**src/rtl/ext_bus_arbiter.sv**
```systemverilog
module ext_bus_arbiter #(
  parameter int NREQ = 5
) (
  input  logic            clk,
  input  logic            rst_n,
  input  logic [NREQ-1:0] req,
  input  logic            op_lock,
  input  logic            op_rmw,
  input  logic            cyc_done,
  output logic [NREQ-1:0] gnt,
  output logic            hold_ack
);
  localparam int HOLD = 0;
  localparam int DMA  = 1;
  localparam int OPND = 2;
  localparam int BFET = 3;
  localparam int SFET = 4;

  logic [NREQ-1:0] gnt_q, pick;
  logic            ack_q, arb;

  assign arb = (gnt_q == '0) || (gnt_q[HOLD] ? !req[HOLD] : cyc_done);

  always_comb begin
    pick = '0;
    if (op_lock && req[OPND])  pick[OPND] = 1'b1;
    else if (op_rmw) begin
      if (req[BFET])           pick[BFET] = 1'b1;
      else if (req[SFET])      pick[SFET] = 1'b1;
      else if (req[OPND])      pick[OPND] = 1'b1;
    end
    else if (req[HOLD])        pick[HOLD] = 1'b1;
    else if (req[DMA])         pick[DMA]  = 1'b1;
    else if (req[OPND])        pick[OPND] = 1'b1;
    else if (req[BFET])        pick[BFET] = 1'b1;
    else if (req[SFET])        pick[SFET] = 1'b1;
  end

  always_ff @(posedge clk) begin
    if (!rst_n) begin
      gnt_q <= '0;
      ack_q <= 1'b0;
    end else begin
      if (arb) gnt_q <= pick;
      ack_q <= gnt_q[HOLD] && req[HOLD];
    end
  end

  assign gnt      = gnt_q;
  assign hold_ack = ack_q;
endmodule

```
**config.mk**
```make
export PLATFORM = sky130hd
export DESIGN_NAME = ext_bus_arbiter
export DESIGN_NICKNAME = d
export VERILOG_FILES = /design/src/rtl/ext_bus_arbiter.sv
export SDC_FILE = /design/constraint.sdc
export NUM_CORES = 1
export LEC_CHECK = 0
export BUFFER_PORTS_ARGS = -buffer_cell sky130_fd_sc_hd__buf_4
export CAP_MARGIN = 5
export CORE_AREA = 4 4 41 43
export CTS_CLUSTER_SIZE = 10
export DETAILED_ROUTE_END_ITERATION = 10
export DIE_AREA = 0 0 45 47
export GPL_TIMING_DRIVEN = 0
export SLEW_MARGIN = 10
export SYNTH_ARGS = -nofsm -noshare
export SYNTH_HDL_FRONTEND = slang
export SYNTH_SLANG_ARGS = --single-unit
```
**constraint.sdc**
```tcl
create_clock -name clk -period 4.25 [get_ports clk]
set_input_delay 0.425 -clock clk [delete_from_list [all_inputs] [get_ports clk]]
set_output_delay 0.425 -clock clk [all_outputs]
set_load 0.02 [all_outputs]
```
[Word level (Yosys, flattened, before mapping)]
Cells that the tools add are included.
Operators by class
  multiplexer cells: 17
  reductions and logical operators: 5
Operator list (count)
  $mux W1: 10
  $mux W2: 4
  $mux W3: 2
  $logic_not A5 Y1: 1
  $mux W4: 1
  $logic_and A1 B1 Y1: 2
  $logic_not A1 Y1: 1
  $logic_or A1 B1 Y1: 1
Word-level totals
  flip-flop bits (word level): 6
  input bits: 10
  output and inout bits: 6
  word-level logic and storage cells: 24

[Depth between registers and ports, before layout]
Gate-level depths: netlist of run 1.
  depth in word-level cells: 7
  gate-level depth with buffers: 4
  gate-level depth less buffers: 3

[Worst setup path before layout of run 1]
Ideal clock, no wire load.
  path kind: register to register
  from: register gnt_q[0] (netlist: gnt[0])
  to: register gnt_q[2] (netlist: gnt[2])
  library setup time: 84 ps
  arrival: 1394 ps
  required time: 4166 ps
  setup slack: 2772 ps
  cell stages (with the launch flop): 4
  buffers on the path: 0
  clock period less this slack: 1478 ps
  cells stage by stage: dfxtp_1 or4_4 o211a_4 o31ai_2
On the way
  cells in the longest elaborated chain, start to end: 2
  elaborated cells between the ends (all ways): 3
  classes of those cells: mux (1); reduce/logical (2)
RTL lines
  start, declared: RTL line 19  | logic [NREQ-1:0] gnt_q, pick;
  start signal, assigned: RTL line 44  | if (arb) gnt_q <= pick;
  $logic_not A5 Y1 or $mux W1 (tied branches): RTL line 22  | assign arb = (gnt_q == '0) || (gnt_q[HOLD] ? !req[HOLD] : cyc_done);
  $logic_or A1 B1 Y1 (*): RTL line 22
Mark *: on every way between the ends. The rest lies on a longest branch, timed or not.
A chain may end at the register's enable or synchronous reset.

[Worst setup path after layout of run 1]
Same ends and word-level chain as after synthesis.

==> results of run 1 <==
critical path, cell delays in order (launching register included):
cell     delay (ns)
dfxtp_1        0.34
or4_4          0.55
o211a_4        0.26
o31ai_2        0.22
synthesized netlist by cell type, types with 2 or more instances:
master   number
mux2i_1       2
dfxtp_1       6
nor2_1        2
nand4_1       2
nand2_1       3
state kept, by name, indices dropped and copies added (netlist names):
| signal | cells |
|---|---|
| gnt | 5 |
| hold_ack | 1 |
layer usage:
layer	GRT usage (%)	up-vias
li1	-	169
met1	9.61	136
met2	8.47	16
met3	1.15	2
met4	5.26	0
met5	0	-
power by group:
group | switching [uW] | internal [uW]
Clock | 20.1 | 31.9
Combinational | 17.1 | 19.3
Sequential | 2.84 | 59.6
Total | 40.0 | 111
logic make-up (layout without fill, tap and decap cells):
family	after synthesis	after routing	synth area share, %
multiplexers	2	2	6.11
buffers and inverters	2	19	2.29
AND/OR/NAND/NOR	15	15	27.5
AO/OA/AOI/OAI	9	9	27.5
flip-flops	6	6	36.6
final cells by class:
class	instances	area share (%)
inverters	1	0.792
well taps	15	3.96
clock buffers	3	4.75
plain buffers	1	0.792
multi-input cells	26	42.2
flip-flops and latches	6	25.3
repair buffers	14	22.2
through the flow:
stage | area [um2] | power [uW]
finish | 474 | 151
detailed placement | 452 | 100
global placement | 452 | 100
CTS | 474 | 151
global route | 474 | 158
floorplan | 328 | 85.1
path summary, 6_finish.rpt:
check,end,slack (ns),cells past startpoint
hold reg to reg,gnt[1]$_SDFFE_PN0P_,0.47,2
setup reg to reg,gnt[2]$_SDFFE_PN0P_,2.80,3
setup / recovery,gnt[2]$_SDFFE_PN0P_,2.80,3
hold / removal,gnt[0]$_SDFFE_PN0P_,0.46,2
==> flow_summary.ini, run 1 <==
[routing]
vias = 323
met3_length_um = 70
wirelength_um = 732
routed.top_layer = met4
first_pass_iters = 2
viasPerCell = 4.89
first_iter_violations = 9
drcViolationCount = 0
dr_wl_met2_um = 278
drt-wirelength-per-cell_um = 11.1
postRouteAntennaNets = 0
wirelength_met1_um = 375

[worst_setup_path]
cp.arrival_ns = 1.61
critPathKind = reg -> reg
end_kind = flop
critPathMaxFanout = 5
r2r-start = gnt[0]$_SDFFE_PN0P_
start_kind = flop
cp-startpoint = gnt[0]$_SDFFE_PN0P_
cp.required_ns = 4.41

[worst_hold_path]
holdCritStartpoint = req[0]
holdCritPathClass = in -> reg

[logic_synthesis]
netlist_instances = 34
synth_ff_type = dfxtp_1
ys_async_sr_fraction_pct = 0
synth_top_cell_area_share_pct = 36.6
syn_nets = 44
synth-seq-area-share_pct = 36.6
yosys_warnings = 0
synth_top_area_cell = dfxtp_1
synth_cell_types = 24
ys_seq_elements = 6
synth_area_um2 = 328
synth.area.top_cells = dfxtp_1, mux2i_1, o211a_4, nand4_1, o211ai_2
syn_area_per_cell_um2 = 9.64
synth-edff-count = 0

[job]
cap_violations = 0

[sta]
setup_viol = 0
rsz0062_at_grt = no
drv_slew = 0
tightest_slew_ns = 0.384
timing.final.ws_setup_ns = 2.80
period_needed_ns = 1.45
hold_viol_final = 0
timing.setup.tns_ns = 0
relSlewSlack_pct = 74.1
max_freq_mhz = 690
min_period_over_period_pct = 34.1
whs_ns = 0.461
skew_ns = 0.00150

[placed_design]
gp_congestion = 0.661
preCtsSetupSlack_ns = 2.81
place.port_buffers = 14
dp.cells = 63

[cts]
clk_path_buf_depth = 2
holdBufCountCts = 0
cts_root_buffer = clkbuf_4
clkSinkCount = 6
insertion_delay_ns = 0.24
ctsResizeCount = 0
cts_setup_buffers = 0
numCtsBuffers = 3
clk_pin_slew_ns = 0.05
htree_levels = 1
cts_tree = built

[die]
die-area_um2 = 2120
ios = 16
fp-row-count = 13
coreArea_um2 = 1300
die_y_um = 47
die_w_um = 45
start_util_pct = 25.2

[pwr]
power-per-cell-area_nw_per_um2 = 318
vdd_drop_max_mv = 0.106
power.leakage_uw = 0.000210

[global_route]
grt_max_degree = 10
grt_pass1_wl_um = 1020
grt_overflow_total = 0
grt_pass1_vias = 266
grtUsageTotal_pct = 6.65
antenna_found_initial = 0

[final_layout]
syn_to_final_growth_pct = 44.7
final_cell_mix = buf_4, dfxtp_1, nand2_1, clkbuf_4
multi_input_area_um2 = 200
utilization_pct = 36.4
final_nets = 63
seq_area_um2 = 120
antennaDiodeCount = 0
final_cells = 66
final_common_cell = buf_4
drive_above_1_share_pct = 41.2
fillers = 148

[outcome]
status = complete, no violations
No activity file was read; power rests on OpenSTA's default activity.
==> inputs of run 2 (changes only) <==
ABC_AREA = 1   (was default)
clock period = 1.2 ns   (was 4.25 ns; I/O delays follow)
==> run 2 against run 1 <==
Die area stayed put. Synthesized area is 5.7% lower. Largest cell class unchanged. Fmax is 40% higher. Clock skew is 0.00081 ns lower. Non-clock buffer count stayed put. Combinational power grew to 3.2 times the previous value. Synthesized cell count is 32% higher. Core utilization is 0.87 points lower. Worst setup slack worse by 2.6 ns. Sequential power grew to 3.5 times the previous value.
==> flow_summary.ini, run 2 <==
[outcome]
status = complete, no violations

[placed_design]
dp_hpwl_um = 593
gp_congestion = 0.671
place.port_buffers = 15
preCtsSetupSlack_ns = 0.172
dp.cells = 75

[routing]
wirelength_um = 715
first_pass_iters = 4
drcViolationCount = 0
wirelength_met1_um = 329
dr_wl_met2_um = 302
postRouteAntennaNets = 0
drt-wirelength-per-cell_um = 9.17
routed.top_layer = met4
met3_length_um = 68
first_iter_violations = 5
viasPerCell = 4.41
vias = 344

[final_layout]
largest_reg_flops = 5
syn_to_final_growth_pct = 49.8
final_common_cell = buf_4
final_cells = 78
final_nets = 75
final_cell_mix = buf_4, nand3_1, inv_1
drive_above_1_share_pct = 36.5
antennaDiodeCount = 0
utilization_pct = 35.6

[worst_setup_path]
critPathMaxFanout = 5
cp.arrival_ns = 1.16
critPathKind = reg -> reg
start_kind = flop
worstPathCellList = nand2_2 -> o21ai_2 -> nand2_2 -> nand3_1 -> a21oi_1
end_kind = flop
cpLargestDelayFamily = flip-flops
worst-path-buf-inv = 0
cpMaxStageDelayCell = dfxtp_1
cpMostUsedCell = nand2_2
cp.required_ns = 1.32
critPathMaxStageDelay_ns = 0.41

[sta]
relSlewSlack_pct = 83.3
drv_slew = 0
setup_viol = 0
max_freq_mhz = 969
tightest_slew_ns = 0.251
hold_viol_final = 0
skew_ns = 0.000691
whs_ns = 0.159
timing.setup.tns_ns = 0
min_period_over_period_pct = 86.0
timing.final.ws_setup_ns = 0.168
rsz0062_at_grt = no
period_needed_ns = 1.03

[logic_synthesis]
synth_top_area_cell = dfxtp_1
yosys.area_share.adder_pct = 0
synth_top_family_by_area = simple AND/OR/NAND/NOR gates
ys_async_sr_fraction_pct = 0
synth_cell_types = 12
synth_area_um2 = 309
synthTopCellsByCount = nand3_1, inv_1, dfxtp_1, nand2_1
synth-seq-area-share_pct = 38.9
synth_compound_area_share_pct = 13.4
synth_top_cell_area_share_pct = 38.9
post-synth-top-count-cell = nand3_1
syn_area_per_cell_um2 = 6.87
synth_ff_type = dfxtp_1
yosys_warnings = 0
synth-edff-count = 0
netlist_instances = 45
synth_simple_gate_area_share_pct = 39.3
syn_nets = 55
ys_seq_elements = 6
synth_mux_area_share_pct = 0
synth_xor_area_share_pct = 0
synth.area.top_cells = dfxtp_1, nand3_1, inv_1, a21oi_1, nand2_1

[cts]
cts_tree = built
clk_path_buf_depth = 2
ctsResizeCount = 0
numCtsBuffers = 3
htree_levels = 1
clkSinkCount = 6
insertion_delay_ns = 0.24
holdBufCountCts = 0
cts_root_buffer = clkbuf_4
clk_pin_slew_ns = 0.04
cts_setup_buffers = 0

[job]
cap_violations = 0

[die]
die_w_um = 45
fp-row-count = 13
start_util_pct = 23.7
ios = 16
die_y_um = 47
coreArea_um2 = 1300
die-area_um2 = 2120

[global_route]
antenna_found_initial = 0
grtUsageTotal_pct = 8.14
grt_pass1_wl_um = 1240
grt_max_degree = 7
grt_pass1_vias = 316
grt_overflow_total = 0

[pwr]
power.leakage_uw = 0.000233
p_sw_uw = 136
pwr-share-clk_pct = 35.0
p_sw_share_pct = 26.6
pwr-share-comb_pct = 22.5
power-per-cell-area_nw_per_um2 = 1110
p_int_uw = 376
vdd_drop_max_mv = 0.321
pwr-share-seq_pct = 42.5

[worst_hold_path]
holdCritPathClass = in -> reg
-- run 2: metrics by stage --
stage / power, uW / instance area (um2)
after CTS: 521 / 463
final: 512 / 463
after global placement: 336 / 440
after global routing: 543 / 463
after floorplan: 286 / 309
after detailed placement: 337 / 440
-- run 2: per-layer routing --
metal	GRT usage (%)	vias up
li1	-	184
met1	10.0	144
met2	11.6	14
met3	1.15	2
met4	8.77	0
met5	0	-
-- run 2: logic make-up (layout without fill, tap and decap cells) --
group                  count (synthesis)  count (layout)
buffers and inverters                  7              25
AND/OR/NAND/NOR                       25              25
flip-flops                             6               6
AO/OA/AOI/OAI                          7               7
-- run 2: final timing paths --
kind | start | end | slack [ns] | depth (start not counted)
hold reg to reg | gnt[4]$_SDFFE_PN0P_ | gnt[4]$_SDFFE_PN0P_ | 0.48 | 2
setup reg to reg | gnt[0]$_SDFFE_PN0P_ | gnt[3]$_SDFFE_PN0P_ | 0.17 | 5
setup / recovery | gnt[0]$_SDFFE_PN0P_ | gnt[3]$_SDFFE_PN0P_ | 0.17 | 5
hold / removal | req[0] | hold_ack$_SDFF_PN0_ | 0.16 | 3
-- run 2: final cells by class --
type                       count  area [um2]
inverter                       7        26.3
timing repair buffer          15         113
clock buffer                   3        22.5
tap                           15        18.8
sequential                     6         120
multi-input combinational     32         163
fill                         157         838
-- run 2: power groups by stage --
| stage | registers (uW) | clock network [uW] | logic, uW |
|---|---|---|---|
| after CTS | 218 | 187 | 116 |
| after global placement | 222 | 0 | 114 |
| after floorplan | 232 | 0 | 53.8 |
| after global routing | 219 | 196 | 128 |
| final | 218 | 179 | 115 |
| after detailed placement | 221 | 0 | 116 |
-- run 2: tightest hold or removal path: stages --
cell and delay [ns]:
buf_4 0.09, nand2_2 0.07, nor2_1 0.08
